## src/rtl/inertial_pkg.sv

```systemverilog
package inertial_pkg;
  localparam int REG_W = 8;
  localparam int N_AXIS = 3;
  localparam int N_EV = 2 * N_AXIS;

  typedef enum logic [1:0] {
    MODE_OR   = 2'b00,
    MODE_MOVE = 2'b01,
    MODE_AND  = 2'b10,
    MODE_POS  = 2'b11
  } mode_e;
endpackage

```

## src/rtl/inertial_axis_cmp.sv

```systemverilog
module inertial_axis_cmp #(
  parameter int SAMPLE_W = 16,
  parameter int THR_W    = 7
) (
  input  logic signed [SAMPLE_W-1:0] smp_i,
  input  logic [THR_W-1:0]           thr_i,
  output logic                       hi_o,
  output logic                       lo_o,
  output logic                       above_o,
  output logic                       pos_o
);
  localparam int CW = SAMPLE_W + 2;

  logic signed [CW-1:0] s_w, t_w, nt_w;

  always_comb begin
    s_w  = CW'(smp_i);
    t_w  = signed'(CW'(thr_i));
    nt_w = -t_w;
    hi_o    = (s_w >= t_w);
    lo_o    = (s_w <= nt_w);
    above_o = (s_w > t_w) || (s_w < nt_w);
    pos_o   = ~smp_i[SAMPLE_W-1];
  end
endmodule

```

## src/rtl/inertial_combiner.sv

```systemverilog
module inertial_combiner
  import inertial_pkg::*;
(
  input  logic             clk_i,
  input  logic             rst_ni,
  input  logic             valid_i,
  input  mode_e            mode_i,
  input  logic [N_EV-1:0]  en_i,
  input  logic [N_AXIS-1:0] hi_i,
  input  logic [N_AXIS-1:0] lo_i,
  input  logic [N_AXIS-1:0] above_i,
  input  logic [N_AXIS-1:0] pos_i,
  output logic             cond_o,
  output logic [N_EV-1:0]  dir_o,
  output logic [N_EV-1:0]  flags_o
);
  logic [N_EV-1:0] raw_ev, dir_all;
  logic            one_axis, known;

  for (genvar a = 0; a < N_AXIS; a++) begin : g_ev
    assign raw_ev[2*a+1]  = hi_i[a];
    assign raw_ev[2*a]    = lo_i[a];
    assign dir_all[2*a+1] = above_i[a] & pos_i[a];
    assign dir_all[2*a]   = above_i[a] & ~pos_i[a];
  end

  always_comb begin
    one_axis = (above_i == 3'b001) || (above_i == 3'b010) || (above_i == 3'b100);
    dir_o    = one_axis ? (dir_all & en_i) : '0;
    known    = |dir_o;
    unique case (mode_i)
      MODE_OR:  begin cond_o = |(raw_ev & en_i);                         flags_o = raw_ev & en_i; end
      MODE_AND: begin cond_o = (en_i != '0) && ((raw_ev & en_i) == en_i); flags_o = raw_ev & en_i; end
      default:  begin cond_o = known;                                    flags_o = dir_o; end
    endcase
  end

  // AND only when all enabled events present
  p_and_all_r4: assert property (@(posedge clk_i) disable iff (!rst_ni)
    (valid_i && mode_i == MODE_AND && cond_o) |-> (en_i != '0) && ((flags_o & en_i) == en_i));
  // at most one direction reported
  p_dir_onehot_r5: assert property (@(posedge clk_i) disable iff (!rst_ni)
    valid_i |-> $onehot0(dir_o));
endmodule

```

## src/rtl/inertial_dur_qual.sv

```systemverilog
module inertial_dur_qual
  import inertial_pkg::*;
#(
  parameter int DUR_W = 7
) (
  input  logic            clk_i,
  input  logic            rst_ni,
  input  logic            valid_i,
  input  logic            is_6d_i,
  input  logic            is_move_i,
  input  logic            cond_i,
  input  logic [N_EV-1:0] dir_i,
  input  logic [DUR_W-1:0] dur_i,
  output logic            act_o
);
  localparam int CNT_W = DUR_W + 1;
  localparam logic [CNT_W-1:0] CNT_MAX = CNT_W'(1) << DUR_W;

  logic [CNT_W-1:0] cnt_q, cnt_d;
  logic [N_EV-1:0]  prev_dir_q, rep_dir_q;
  logic             run_cont, qual;

  always_comb begin
    run_cont = is_6d_i ? (dir_i == prev_dir_q) : 1'b1;
    if (!cond_i)                       cnt_d = '0;
    else if (!run_cont)                cnt_d = CNT_W'(1);
    else if (cnt_q >= CNT_MAX)         cnt_d = CNT_MAX;
    else                               cnt_d = cnt_q + CNT_W'(1);
    qual  = cond_i && (cnt_d > CNT_W'(dur_i));
    act_o = is_move_i ? (qual && (dir_i != rep_dir_q)) : qual;
  end

  always_ff @(posedge clk_i or negedge rst_ni) begin
    if (!rst_ni) begin
      cnt_q      <= '0;
      prev_dir_q <= '0;
      rep_dir_q  <= '0;
    end else if (valid_i) begin
      cnt_q      <= cnt_d;
      prev_dir_q <= cond_i ? dir_i : '0;
      if (!cond_i)   rep_dir_q <= '0;
      else if (qual) rep_dir_q <= dir_i;
    end
  end

  // a false sample restarts the run
  p_dur_clear_r7: assert property (@(posedge clk_i) disable iff (!rst_ni)
    (valid_i && !cond_i) |=> (cnt_q == '0));
  // no activity without the condition
  p_act_cond_r7: assert property (@(posedge clk_i) disable iff (!rst_ni)
    (valid_i && act_o) |-> cond_i);
  // a reported movement records its direction
  p_move_rep_r6: assert property (@(posedge clk_i) disable iff (!rst_ni)
    (valid_i && is_move_i && act_o) |=> (rep_dir_q == $past(dir_i)));
endmodule

```

## src/rtl/inertial_irq_gen.sv

```systemverilog
module inertial_irq_gen
  import inertial_pkg::*;
#(
  parameter int SAMPLE_W  = 16,
  parameter int THS_W     = 7,
  parameter int DUR_W     = 7,
  parameter int THS_SHIFT = 0
) (
  input  logic                       clk_i,
  input  logic                       rst_ni,
  input  logic                       smp_valid_i,
  input  logic signed [SAMPLE_W-1:0] smp_x_i,
  input  logic signed [SAMPLE_W-1:0] smp_y_i,
  input  logic signed [SAMPLE_W-1:0] smp_z_i,
  input  logic [REG_W-1:0]           cfg_i,
  input  logic                       latch_en_i,
  input  logic [REG_W-1:0]           ths_i,
  input  logic [REG_W-1:0]           dur_i,
  input  logic                       src_rd_i,
  output logic                       irq_o,
  output logic [REG_W-1:0]           src_o
);
  localparam int THR_W = THS_W + THS_SHIFT;

  mode_e                    mode;
  logic [N_EV-1:0]          en;
  logic [THR_W-1:0]         thr;
  logic signed [SAMPLE_W-1:0] smp_a [N_AXIS];
  logic [N_AXIS-1:0]        hi, lo, above, pos;
  logic                     cond, act, latched_hold;
  logic [N_EV-1:0]          dir, flags;
  logic                     irq_q;
  logic [REG_W-1:0]         src_q, src_new;
  logic                     unused_bits;

  assign mode        = mode_e'(cfg_i[7:6]);
  assign en          = cfg_i[N_EV-1:0];
  assign thr         = THR_W'(ths_i[THS_W-1:0]) << THS_SHIFT;
  assign unused_bits = ^{ths_i[REG_W-1:THS_W], dur_i[REG_W-1:DUR_W]};
  assign smp_a[0]    = smp_x_i;
  assign smp_a[1]    = smp_y_i;
  assign smp_a[2]    = smp_z_i;

  for (genvar a = 0; a < N_AXIS; a++) begin : g_axis
    inertial_axis_cmp #(.SAMPLE_W(SAMPLE_W), .THR_W(THR_W)) u_cmp (
      .smp_i   (smp_a[a]),
      .thr_i   (thr),
      .hi_o    (hi[a]),
      .lo_o    (lo[a]),
      .above_o (above[a]),
      .pos_o   (pos[a])
    );
  end

  inertial_combiner u_comb (
    .clk_i   (clk_i),
    .rst_ni  (rst_ni),
    .valid_i (smp_valid_i),
    .mode_i  (mode),
    .en_i    (en),
    .hi_i    (hi),
    .lo_i    (lo),
    .above_i (above),
    .pos_i   (pos),
    .cond_o  (cond),
    .dir_o   (dir),
    .flags_o (flags)
  );

  inertial_dur_qual #(.DUR_W(DUR_W)) u_qual (
    .clk_i     (clk_i),
    .rst_ni    (rst_ni),
    .valid_i   (smp_valid_i),
    .is_6d_i   (cfg_i[6]),
    .is_move_i (mode == MODE_MOVE),
    .cond_i    (cond),
    .dir_i     (dir),
    .dur_i     (dur_i[DUR_W-1:0]),
    .act_o     (act)
  );

  assign src_new      = {act, 1'b0, flags};
  assign latched_hold = irq_q && !src_rd_i;

  always_ff @(posedge clk_i or negedge rst_ni) begin
    if (!rst_ni) begin
      irq_q <= 1'b0;
      src_q <= '0;
    end else if (smp_valid_i) begin
      if (!latch_en_i) begin
        irq_q <= act;
        src_q <= src_new;
      end else if (act) begin
        irq_q <= 1'b1;
        if (!latched_hold) src_q <= src_new;
      end else if (src_rd_i) begin
        irq_q <= 1'b0;
        src_q <= '0;
      end
    end else if (src_rd_i) begin
      src_q <= '0;
      if (latch_en_i) irq_q <= 1'b0;
    end
  end

  assign irq_o = irq_q;
  assign src_o = src_q;

  // reserved bit reads zero
  p_src_rsvd_r12: assert property (@(posedge clk_i) disable iff (!rst_ni) src_o[6] == 1'b0);
  // a new interrupt shows in the active flag
  p_irq_flag_r12: assert property (@(posedge clk_i) disable iff (!rst_ni)
    $rose(irq_o) |-> src_o[7]);
  // idle cycles change nothing
  p_idle_hold_r11: assert property (@(posedge clk_i) disable iff (!rst_ni)
    (!smp_valid_i && !src_rd_i) |=> ($stable(irq_o) && $stable(src_o)));
  // a read without a sample clears the source
  p_read_clear_r9: assert property (@(posedge clk_i) disable iff (!rst_ni)
    (src_rd_i && !smp_valid_i) |=> (src_o == '0));
  // latched interrupt holds until read
  p_latch_hold_r9: assert property (@(posedge clk_i) disable iff (!rst_ni)
    (latch_en_i && irq_o && !src_rd_i) |=> irq_o);
endmodule

```

## config.mk

```make
export PLATFORM = sky130hd
export DESIGN_NAME = inertial_irq_gen
export DESIGN_NICKNAME = d
export VERILOG_FILES = /design/src/rtl/inertial_pkg.sv /design/src/rtl/inertial_axis_cmp.sv /design/src/rtl/inertial_combiner.sv /design/src/rtl/inertial_dur_qual.sv /design/src/rtl/inertial_irq_gen.sv
export SDC_FILE = /design/constraint.sdc
export NUM_CORES = 1
export LEC_CHECK = 0
export ABC_AREA = 1
export BUFFER_PORTS_ARGS = -buffer_cell sky130_fd_sc_hd__buf_2
export CORE_UTILIZATION = 45
export DETAILED_ROUTE_END_ITERATION = 12
export GPL_ROUTABILITY_DRIVEN = 0
export GPL_TIMING_DRIVEN = 0
export PLACE_DENSITY = 0.67
export SKIP_LAST_GASP = 1
export SYNTH_ARGS = -nofsm -noshare
export SYNTH_HDL_FRONTEND = slang
export SYNTH_HIERARCHICAL = 1
export SYNTH_SLANG_ARGS = --single-unit
```

## constraint.sdc

```tcl
create_clock -name clk_i -period 3.1 [get_ports clk_i]
set_clock_uncertainty 0.2 [all_clocks]
set_input_delay 0.31 -clock clk_i [delete_from_list [all_inputs] [get_ports clk_i]]
set_output_delay 0.31 -clock clk_i [all_outputs]
set_load 0.005 [all_outputs]
```

Word level (Yosys, flattened, before mapping)
Index checks and enable logic that the tools add are counted.
{ "totals": {"ff_bits": 29, "in_bits": 77, "wordCells": 84} }
{ "classes": {"n_addsub": 2, "magnitude_cmp": 14, "n_eq_ne": 11, "n_mux": 22, "bitwise_logic": 11, "reduce_logical": 19} }
{ "ops": {"columns": ["op", "n"], "rows": [
  ["8-bit two-way mux", 8],
  ["16-bit by 18-bit less-or-equal comparator with 1-bit output", 3],
  ["16-bit by 18-bit less-than comparator with 1-bit output", 3],
  ["16-bit by 8-bit >= comparator with 1-bit output", 3],
  ["16-bit by 8-bit greater-than comparator with 1-bit output", 3],
  ["6-bit two-way mux", 5],
  ["7-bit negator with 18-bit output", 1],
  ["6-bit AND", 2],
  ["6-bit == test", 2],
  ["6-bit OR reduction", 2],
  ["8-bit by 1-bit adder with 8-bit output (second input constant)", 1],
  ["8-bit >= comparator (second input constant)", 1],
  ["8-bit by 7-bit greater-than comparator with 1-bit output", 1],
  ["1-bit two-way mux", 8],
  ["1-bit AND", 6],
  ["6-bit inequality test", 1],
  ["6-bit nonzero test", 1],
  ["1-bit logical OR", 5],
  ["1-bit logical AND", 4],
  ["4-bit inequality test (second input constant)", 1],
  ["2-bit nonzero test", 2],
  ["3-bit by 1-bit == test with 1-bit output (second input constant)", 1],
  ["3-bit by 2-bit == test with 1-bit output (second input constant)", 1],
  ["3-bit == test (second input constant)", 1],
  ["11 further kinds", 13]
]} }

Longest topological paths before layout
Gate-level depths: netlist of the first run.
{ "logic_depth": {"depth_word": 18, "ltp_mapped": 45} }

Modules after synthesis
The synthesis of the first run kept the hierarchy.
{ "by_module_without_submodules": {"columns": ["module", "n_inst", "cells_per_inst", "area_each_um2", "seq_area_each_um2"], "rows": [
  ["inertial_axis_cmp", 3, 141, 849.6, 0.0],
  ["inertial_dur_qual", 1, 193, 1371.3, 500.5],
  ["inertial_irq_gen", 1, 46, 401.6, 225.2],
  ["inertial_combiner", 1, 74, 324.1, 0.0]
]} }

Worst setup path after synthesis of the first run
No wires, ideal clock.
{ "synth_path": {"path_type": "input port to flip-flop", "start": "input ths_i[1]", "end": "register src_q[0], in the netlist src_o[0]", "setup_time_ps": 65, "arrival_time_ps": 4346, "setup_slack_ps": -1511, "cell_stages": 41, "n_path_buf": 0, "path_cell_list": "inv_1 -> ha_1 -> nand3_1 -> nor4_1 -> ha_1 -> nand2_1 -> inv_1 -> nand2_1 -> nand2_1 -> nand2_1 -> nand2_1 -> nor2_1 -> nand2_1 -> nand2_1 -> nand3_1 -> inv_1 -> nand3_1 -> nor2_1 -> [... 5 more ...] -> nand2_4 -> nor2_2 -> ha_1 -> nand2_1 -> nor2_1 -> nand2_1 -> nand3_1 -> nand2_1 -> nand2_1 -> nand2_1 -> nand2_2 -> and3_1 -> nand2_2 -> nor2_2 -> nand2_4 -> nand2_4 -> nand2_1 -> nand2_1"} }
{ "synth_via": {"elab_chain_cells": 18, "word_cells_on_any_way": 50, "cone_classes": "add/sub (1); order compare (13); eq/ne (7); mux (11); bitwise (8); reduce/logical (10)"} }
{ "synth_lines": {"columns": ["item", "line_no", "rtl"], "rows": [
  ["start: declaration", "inertial_irq_gen.sv:17", "input logic [REG_W-1:0] ths_i,"],
  ["7-bit negator with 18-bit output", "inertial_axis_cmp.sv:19", "nt_w = -t_w;"],
  ["16-bit by 18-bit less-than comparator with 1-bit output", "inertial_axis_cmp.sv:22", "above_o = (s_w > t_w) || (s_w < nt_w);"],
  ["1-bit logical OR (*)", "inertial_axis_cmp.sv:22", null],
  ["named net above[0]", "inertial_irq_gen.sv:29", "logic [N_AXIS-1:0] hi, lo, above, pos;"],
  ["3-bit by 1-bit == test with 1-bit output or 3-bit by 2-bit == test with 1-bit output (tied branches)", "inertial_combiner.sv:28", "one_axis = (above_i == 3'b001) || (above_i == 3'b010) || (above_i == 3'b100);"],
  ["1-bit logical OR", "inertial_combiner.sv:28", null],
  ["1-bit logical OR (*)", "inertial_combiner.sv:28", null],
  ["6-bit two-way mux (*)", "inertial_combiner.sv:29", "dir_o = one_axis ? (dir_all & en_i) : '0;"],
  ["named net dir[4]", "inertial_irq_gen.sv:31", "logic [N_EV-1:0] dir, flags;"],
  ["[... 4 more ...]", null, null],
  ["named net u_qual.cnt_d[5]", "inertial_dur_qual.sv:19", "logic [CNT_W-1:0] cnt_q, cnt_d;"],
  ["8-bit by 7-bit greater-than comparator with 1-bit output (*)", "inertial_dur_qual.sv:29", "qual = cond_i && (cnt_d > CNT_W'(dur_i));"],
  ["1-bit logical AND (*)", "inertial_dur_qual.sv:29", null],
  ["1-bit logical AND", "inertial_dur_qual.sv:30", "act_o = is_move_i ? (qual && (dir_i != rep_dir_q)) : qual;"],
  ["1-bit two-way mux (*)", "inertial_dur_qual.sv:30", null],
  ["named net act", "inertial_irq_gen.sv:30", "logic cond, act, latched_hold;"],
  ["8-bit two-way mux", "inertial_irq_gen.sv:93", "end else if (act) begin"],
  ["8-bit two-way mux", "inertial_irq_gen.sv:90", "if (!latch_en_i) begin"],
  ["8-bit two-way mux", "inertial_irq_gen.sv:89", "end else if (smp_valid_i) begin"],
  ["end signal: assignment", "inertial_irq_gen.sv:92", "src_q <= src_new;"],
  ["end signal: assignment", "inertial_irq_gen.sv:95", "if (!latched_hold) src_q <= src_new;"],
  ["end: declaration", "inertial_irq_gen.sv:33", "logic [REG_W-1:0] src_q, src_new;"]
]} }
Mark *: on every way through the listed nets, which the timed path passes. The rest lies on a longest branch. The select of a mux whose other input is x is not followed.
A chain may end at the register's enable or synchronous reset.

Worst setup path after layout of the first run
{ "layout_path": {"start": "input ths_i[1]", "end": "register src_q[5], in the netlist src_o[5]"} }
Same word-level chain as after synthesis.

==> results of run 1 <==
Yosys cell counts (all sizes together):
master,instances
nor4,6
a21oi,22
xnor2,1
nor3,20
a21o,6
xor2,18
o21ai,27
nor2,74
or2,3
nand3,57
and3,1
dfrtp,29
a211oi,1
nand4,12
buf,3
inv,132
a21boi,1
ha,87
o22ai,1
nand2,233
clkbuf,2
flip-flops by register name, indices dropped and copies added (netlist names):
register,cells
src_o,8
u_qual/prev_dir_q,6
u_qual/rep_dir_q,6
irq_o,1
u_qual/cnt_q,8
logic make-up (layout without fill, tap and decap cells):
logic type / after synthesis / after routing / synth area share, %
AND/OR/NAND/NOR: 406 / 407 / 39.3
XOR/XNOR: 19 / 19 / 3.58
other: 0 / 1 / 0
AO/OA/AOI/OAI: 58 / 58 / 6.71
flip-flops: 29 / 29 / 15.6
buffers and inverters: 137 / 288 / 11.4
adder cells (fa/ha/maj): 87 / 87 / 23.4
cells in the final DEF, fill, tap and decap left out, types with 19 or more instances in the layout:
| master | synthesis | final |
|---|---|---|
| ha_1 | 87 | 79 |
| buf_2 | 3 | 80 |
| nand3_1 | 53 | 37 |
| buf_4 | 0 | 46 |
| nand2_2 | 11 | 30 |
| a21oi_1 | 22 | 19 |
| nor2_1 | 57 | 47 |
| nand2_1 | 216 | 190 |
| inv_1 | 130 | 108 |
| dfrtp_1 | 29 | 29 |
report_power, final:
part	internal, mW	total [mW]	switching [mW]
registers	0.386	0.392	0.00580
clock network	0.155	0.294	0.139
logic	0.226	0.561	0.336
what timing repair did:
item / CTS / global route
endpoints found under the hold margin: 29 / 0
gates cloned: 3 / 0
setup endpoints to repair: 29 / 29
gates resized for setup: 57 / 55
pin swaps: 32 / 38
hold buffers: 1 / 0
buffers inserted: 25 / 32
tightest hold or removal path, cell delays in order:
cell     delay (ps)
buf_2           170
nand3_2          90
nand2_1          40
cell type report:
cell class                 count  share of cell area (%)
sequential                    29                    11.1
clock inverter                 2                   0.153
tap                          133                    2.54
clock buffer                   6                    1.11
antenna                        1                  0.0382
timing repair buffer         143                    15.2
multi-input combinational    571                    61.1
inverter                     132                    8.18
buffer                         5                   0.593
worst paths after layout:
| check | slack [ps] | cells past startpoint | startpoint | to |
|---|---|---|---|---|
| max in group asynchronous | 1880 | 2 | rst_ni | u_qual/rep_dir_q[4] |
| worst min-delay path | 180 | 3 | smp_valid_i | src_o[7] |
| min in group asynchronous | 400 | 2 | rst_ni | irq_o |
| worst max-delay path | -1700 | 40 | ths_i[1] | src_o[5] |
| worst min register to register | 280 | 2 | src_o[2] | src_o[2] |
| worst max register to register | 40 | 21 | u_qual/cnt_q[2] | src_o[5] |
stage by stage:
stage	hold slack, ps	setup TNS (ps)
2_1_floorplan	-186	-14840
6_report	181	-29240
4_1_cts	166	-23020
3_5_place_dp	174	-42410
3_3_place_gp	176	-40810
5_1_grt	196	-37660
layer usage:
| layer | up-vias | share of wire, % |
|---|---|---|
| li1 | 2661 | - |
| met1 | 2338 | 45 |
| met2 | 116 | 51 |
| met3 | 18 | 2.7 |
| met4 | 0 | 1.8 |
| met5 | - | 0 |
==> flow_metrics.py, run 1 <==
metrics = {
    "floorplanning": {
        "coreArea_um2": 9910,
        "initial_utilization_pct": 46.9,
        "die_x_um": 104,
        "fp.dieH_um": 104,
        "pin_count": 86,
        "core.rowCount": 36,
        "dieArea_um2": 10700,
    },
    "critical_path": {
        "cp.arrival_ps": 4820,
        "cp-start-kind": "primary input",
        "critPathBufInv": 5,
        "critPathTopFamily": "simple AND/OR/NAND/NOR gates",
        "cpPeakStageDelay_ps": 310,
        "criticalPathCategory": "primary input to flip-flop",
        "required_ps": 3120,
        "path_common_cell": "nand2_2",
        "cp-end-kind": "flip-flop",
        "cp_slowest_cell": "ha_1",
        "worstPathMaxFanout": 6,
    },
    "synth": {
        "synth_area_um2": 4650,
        "synth_fp_nets": 900,
        "synth_top_area_share_pct": 23.4,
        "ys_seq_area_share_pct": 15.6,
        "syn_area_per_cell_um2": 6.31,
        "synth_area_leaders": "ha_1 (23%), nand2_1 (17%), dfrtp_1 (16%)",
        "ys_warn_count": 6,
        "yosysTopAreaCell": "ha_1",
        "synthCells": 736,
        "ys_types": 28,
        "synth-seq-cells": 29,
    },
    "placed_design": {
        "dp.cells": 952,
        "dpl_worst_slack_ps": -2320,
        "place_hpwl_um": 9890,
        "port_buffers": 83,
        "placed_cell_area_um2": 5580,
    },
    "cells_and_area": {
        "regArea_um2": 726,
        "area_growth_pct": 40.9,
        "multi_input_area_um2": 4000,
        "final_core_util_pct": 66.0,
        "drive_gt1_share_pct": 33.6,
        "nets": 1051,
        "final_cell_area_um2": 6540,
        "fillers": 883,
        "layoutNonFillerInstCount": 1022,
    },
    "grt": {
        "grt_max_degree": 30,
        "overflow": 0,
        "grt_pass1_vias": 4895,
        "grt_pass1_wl_um": 21500,
        "grt.met2_usage_pct": 43.7,
        "grt-busiest-layer": "met2",
        "antenna_found_initial": 1,
        "grt_util_all_layers_pct": 23.9,
        "use_met1_pct": 30.2,
        "use_met3_pct": 2.08,
    },
    "sta": {
        "slew_headroom_pct": 56.7,
        "hold_viol": 0,
        "final_max_slew_viol_count": 0,
        "timing.final.ws_setup_ps": -1700,
        "fin_crit_sh_pct": 155,
        "rsz0062_at_grt": "yes",
        "clock.fmax_ghz": 0.208,
        "worst-slew-pin-transition_ps": 650,
        "post-route-min-period_ps": 4800,
        "setup_viol": 29,
    },
    "cts": {
        "cts_num_sinks": 29,
        "numCtsBuffers": 5,
        "cts_root_buf": "clkbuf_8",
        "path_clk_slew_ps": 60,
        "clkLatencyLatePin_ps": 270,
        "clockBufferDepth": 2,
        "htreeDepth": 2,
        "cts_tree": "yes",
    },
    "route": {
        "vias_per_cell": 5.02,
        "dr.pass1.iters": 4,
        "wl_per_cell_um": 13.1,
        "ant_nets": 0,
        "vias": 5133,
        "routed_wl_um": 13400,
        "drt_first_iter_violations": 225,
        "drc_errors": 0,
    },
    "pwr": {
        "powerDensity_nw_per_um2": 191,
        "vdd_drop_max_uv": 169,
        "power_leakage_nw": 3.70,
        "totalPowerFinal_mw": 1.25,
    },
    "status": {
        "violations": "setup timing",
        "status": "finished with violations",
    },
    "flow_run": {
        "cap_viol_max_count": 0,
    },
    "min_path": {
        "min_path_type": "primary input to flip-flop",
    },
}
Note: power is estimated with default switching activity, not from simulation.
==> run 2, diff against run 1 <==
- REMOVE_ABC_BUFFERS: unset -> 1
==> run 2 against run 1 <==
  * The flow finishes with violations (DRC, setup timing)
  * Largest cell class unchanged
  * Cell area grew 0.36%
  * Highest routed layer unchanged
  * Sequential cell count is the same
  * Die area is the same
  * Wire length grew 3.7%
  * Non-clock buffer count grew 3
  * Largest power group unchanged
==> flow_metrics.py, run 2 (same netlist as run 1, synthesis figures left out) <==
metrics = {
    "grt": {
        "grt_util_all_layers_pct": 25.0,
        "grt.met2_usage_pct": 45.2,
        "use_met1_pct": 30.1,
        "grt_pass1_wl_um": 22400,
        "grt-busiest-layer": "met2",
        "grt_max_degree": 37,
        "grt_pass1_vias": 5137,
        "overflow": 0,
        "antenna_found_initial": 1,
        "use_met3_pct": 3.96,
    },
    "placed_design": {
        "place_hpwl_um": 9360,
        "dp.cells": 947,
        "port_buffers": 83,
        "dpl_worst_slack_ps": -3010,
    },
    "cells_and_area": {
        "final_cell_mix": "nand2_1 (196), inv_1 (107), ha_1 (78)",
        "layoutNonFillerInstCount": 1024,
        "n_antenna_cell": 0,
        "area_growth_pct": 41.4,
        "fillers": 847,
        "drive_gt1_share_pct": 33.9,
        "nets": 1054,
        "final_core_util_pct": 66.3,
        "final_common_cell": "nand2_1",
    },
    "sta": {
        "clock.fmax_ghz": 0.209,
        "fin_crit_sh_pct": 155,
        "setup_viol": 29,
        "final_max_slew_viol_count": 0,
        "setup_tns_ps": -26980,
        "post-route-min-period_ps": 4790,
        "slew_headroom_pct": 55.1,
        "worst-slew-pin-transition_ps": 673,
        "timing.final.ws_setup_ps": -1690,
        "rsz0062_at_grt": "yes",
        "hold_viol": 0,
        "timing.hold.ws_ps": 210,
    },
    "critical_path": {
        "cp.arrival_ps": 4760,
        "cp_slowest_cell": "ha_1",
        "worstPathMaxFanout": 6,
        "criticalPathCategory": "primary input to flip-flop",
        "cp-start-kind": "primary input",
        "cpPeakStageDelay_ps": 290,
        "required_ps": 3070,
        "cp-end-kind": "flip-flop",
        "path_common_cell": "buf_4",
    },
    "floorplanning": {
        "pin_count": 86,
        "fp.dieH_um": 104,
        "initial_utilization_pct": 46.9,
        "core.rowCount": 36,
        "die_x_um": 104,
        "coreArea_um2": 9910,
        "dieArea_um2": 10700,
    },
    "cts": {
        "clkLatencyLatePin_ps": 280,
        "htreeDepth": 2,
        "cts_num_sinks": 29,
        "cts_tree": "yes",
        "cts_root_buf": "clkbuf_8",
        "path_clk_slew_ps": 60,
        "clockBufferDepth": 2,
        "numCtsBuffers": 5,
    },
    "pwr": {
        "netSwitchingPower_uw": 494,
        "vdd_drop_max_uv": 133,
        "p_clk_share_pct": 26.8,
        "switching_share_pct": 37.9,
        "p_int_uw": 810,
        "pwr-share-seq_pct": 30.0,
        "powerDensity_nw_per_um2": 199,
        "power_leakage_nw": 3.70,
        "combPwrFrac_pct": 43.2,
    },
    "status": {
        "violations": "DRC, setup timing",
        "status": "finished with violations",
    },
    "route": {
        "dr.pass1.iters": 9,
        "wl_per_cell_um": 13.5,
        "drt_first_iter_violations": 344,
        "vias_per_cell": 5.20,
        "drc_errors": 1,
        "routed_wl_um": 13800,
        "ant_nets": 0,
        "vias": 5322,
    },
    "min_path": {
        "min_path_type": "primary input to flip-flop",
    },
    "flow_run": {
        "cap_viol_max_count": 0,
    },
}
run 2: cell types whose count changed in the layout (fill, tap and decap cells not counted), moves of 4 or more:
cell / delta
nand3_2: -4
o21ai_1: -7
nor2_1: -4
o21ai_0: +6
nand2_2: -4
buf_6: -14
inv_4: +5
buf_4: +20
nand2_1: +6
buf_2: -4
run 2: repair_timing:
action	4_1_cts	5_1_grt
cloned	1	1
hold buffers	1	0
gates resized for setup	117	65
pin swaps	53	56
endpoints found under the setup margin	29	29
endpoints found under the hold margin	29	0
buffers inserted	51	17
run 2: worst paths after layout:
| kind | slack [ps] | cells after the start | start | endpoint |
|---|---|---|---|---|
| max in group asynchronous | 1870 | 2 | rst_ni | u_qual/prev_dir_q[4] |
| min in group asynchronous | 400 | 2 | rst_ni | u_qual/cnt_q[1] |
| hold reg to reg | 270 | 2 | src_o[4] | src_o[4] |
| hold / removal | 210 | 4 | src_rd_i | src_o[6] |
| setup reg to reg | 80 | 20 | u_qual/cnt_q[2] | src_o[7] |
| setup / recovery | -1690 | 41 | ths_i[1] | src_o[7] |
run 2: stage by stage:
step / power, mW / instance area, um^2
2_1_floorplan: 0.657 / 4610
3_3_place_gp: 0.801 / 5190
3_5_place_dp: 0.820 / 5190
4_1_cts: 1.24 / 6190
5_1_grt: 1.39 / 6570
6_report: 1.30 / 6570
run 2: area by class of cell:
| type | count | area [um^2] | share of cell area, % |
|---|---|---|---|
| clock inverters | 1 | 5.00 | 0.0762 |
| clock buffers | 7 | 96.3 | 1.47 |
| well taps | 133 | 166 | 2.53 |
| repair buffers | 151 | 1020 | 15.6 |
| multi-input cells | 571 | 4020 | 61.2 |
| flip-flops and latches | 29 | 726 | 11.0 |
| inverters | 132 | 531 | 8.08 |
run 2: power groups by stage:
stage               logic (mW)  registers [mW]  clock network, mW
floorplan                0.259           0.398                  0
global placement         0.403           0.398                  0
detailed placement       0.422           0.398                  0
CTS                      0.498           0.391              0.351
global route             0.634           0.392              0.367
finish                   0.563           0.392              0.349
run 2: routing by layer:
metal,routed length [um],vias up
met5,0,-
met4,290,0
met3,709,38
met2,6950,174
met1,5890,2448
li1,-,2662
run 2: worst max-delay path: cells and delay by family:
family	cells	cell delay, ps
AOI/OAI and AO/OA	2	140
xor gates and xnor gates	1	200
adders and majority gates	2	420
buffers and inverters	17	1900
and+or+nand+nor	19	1770
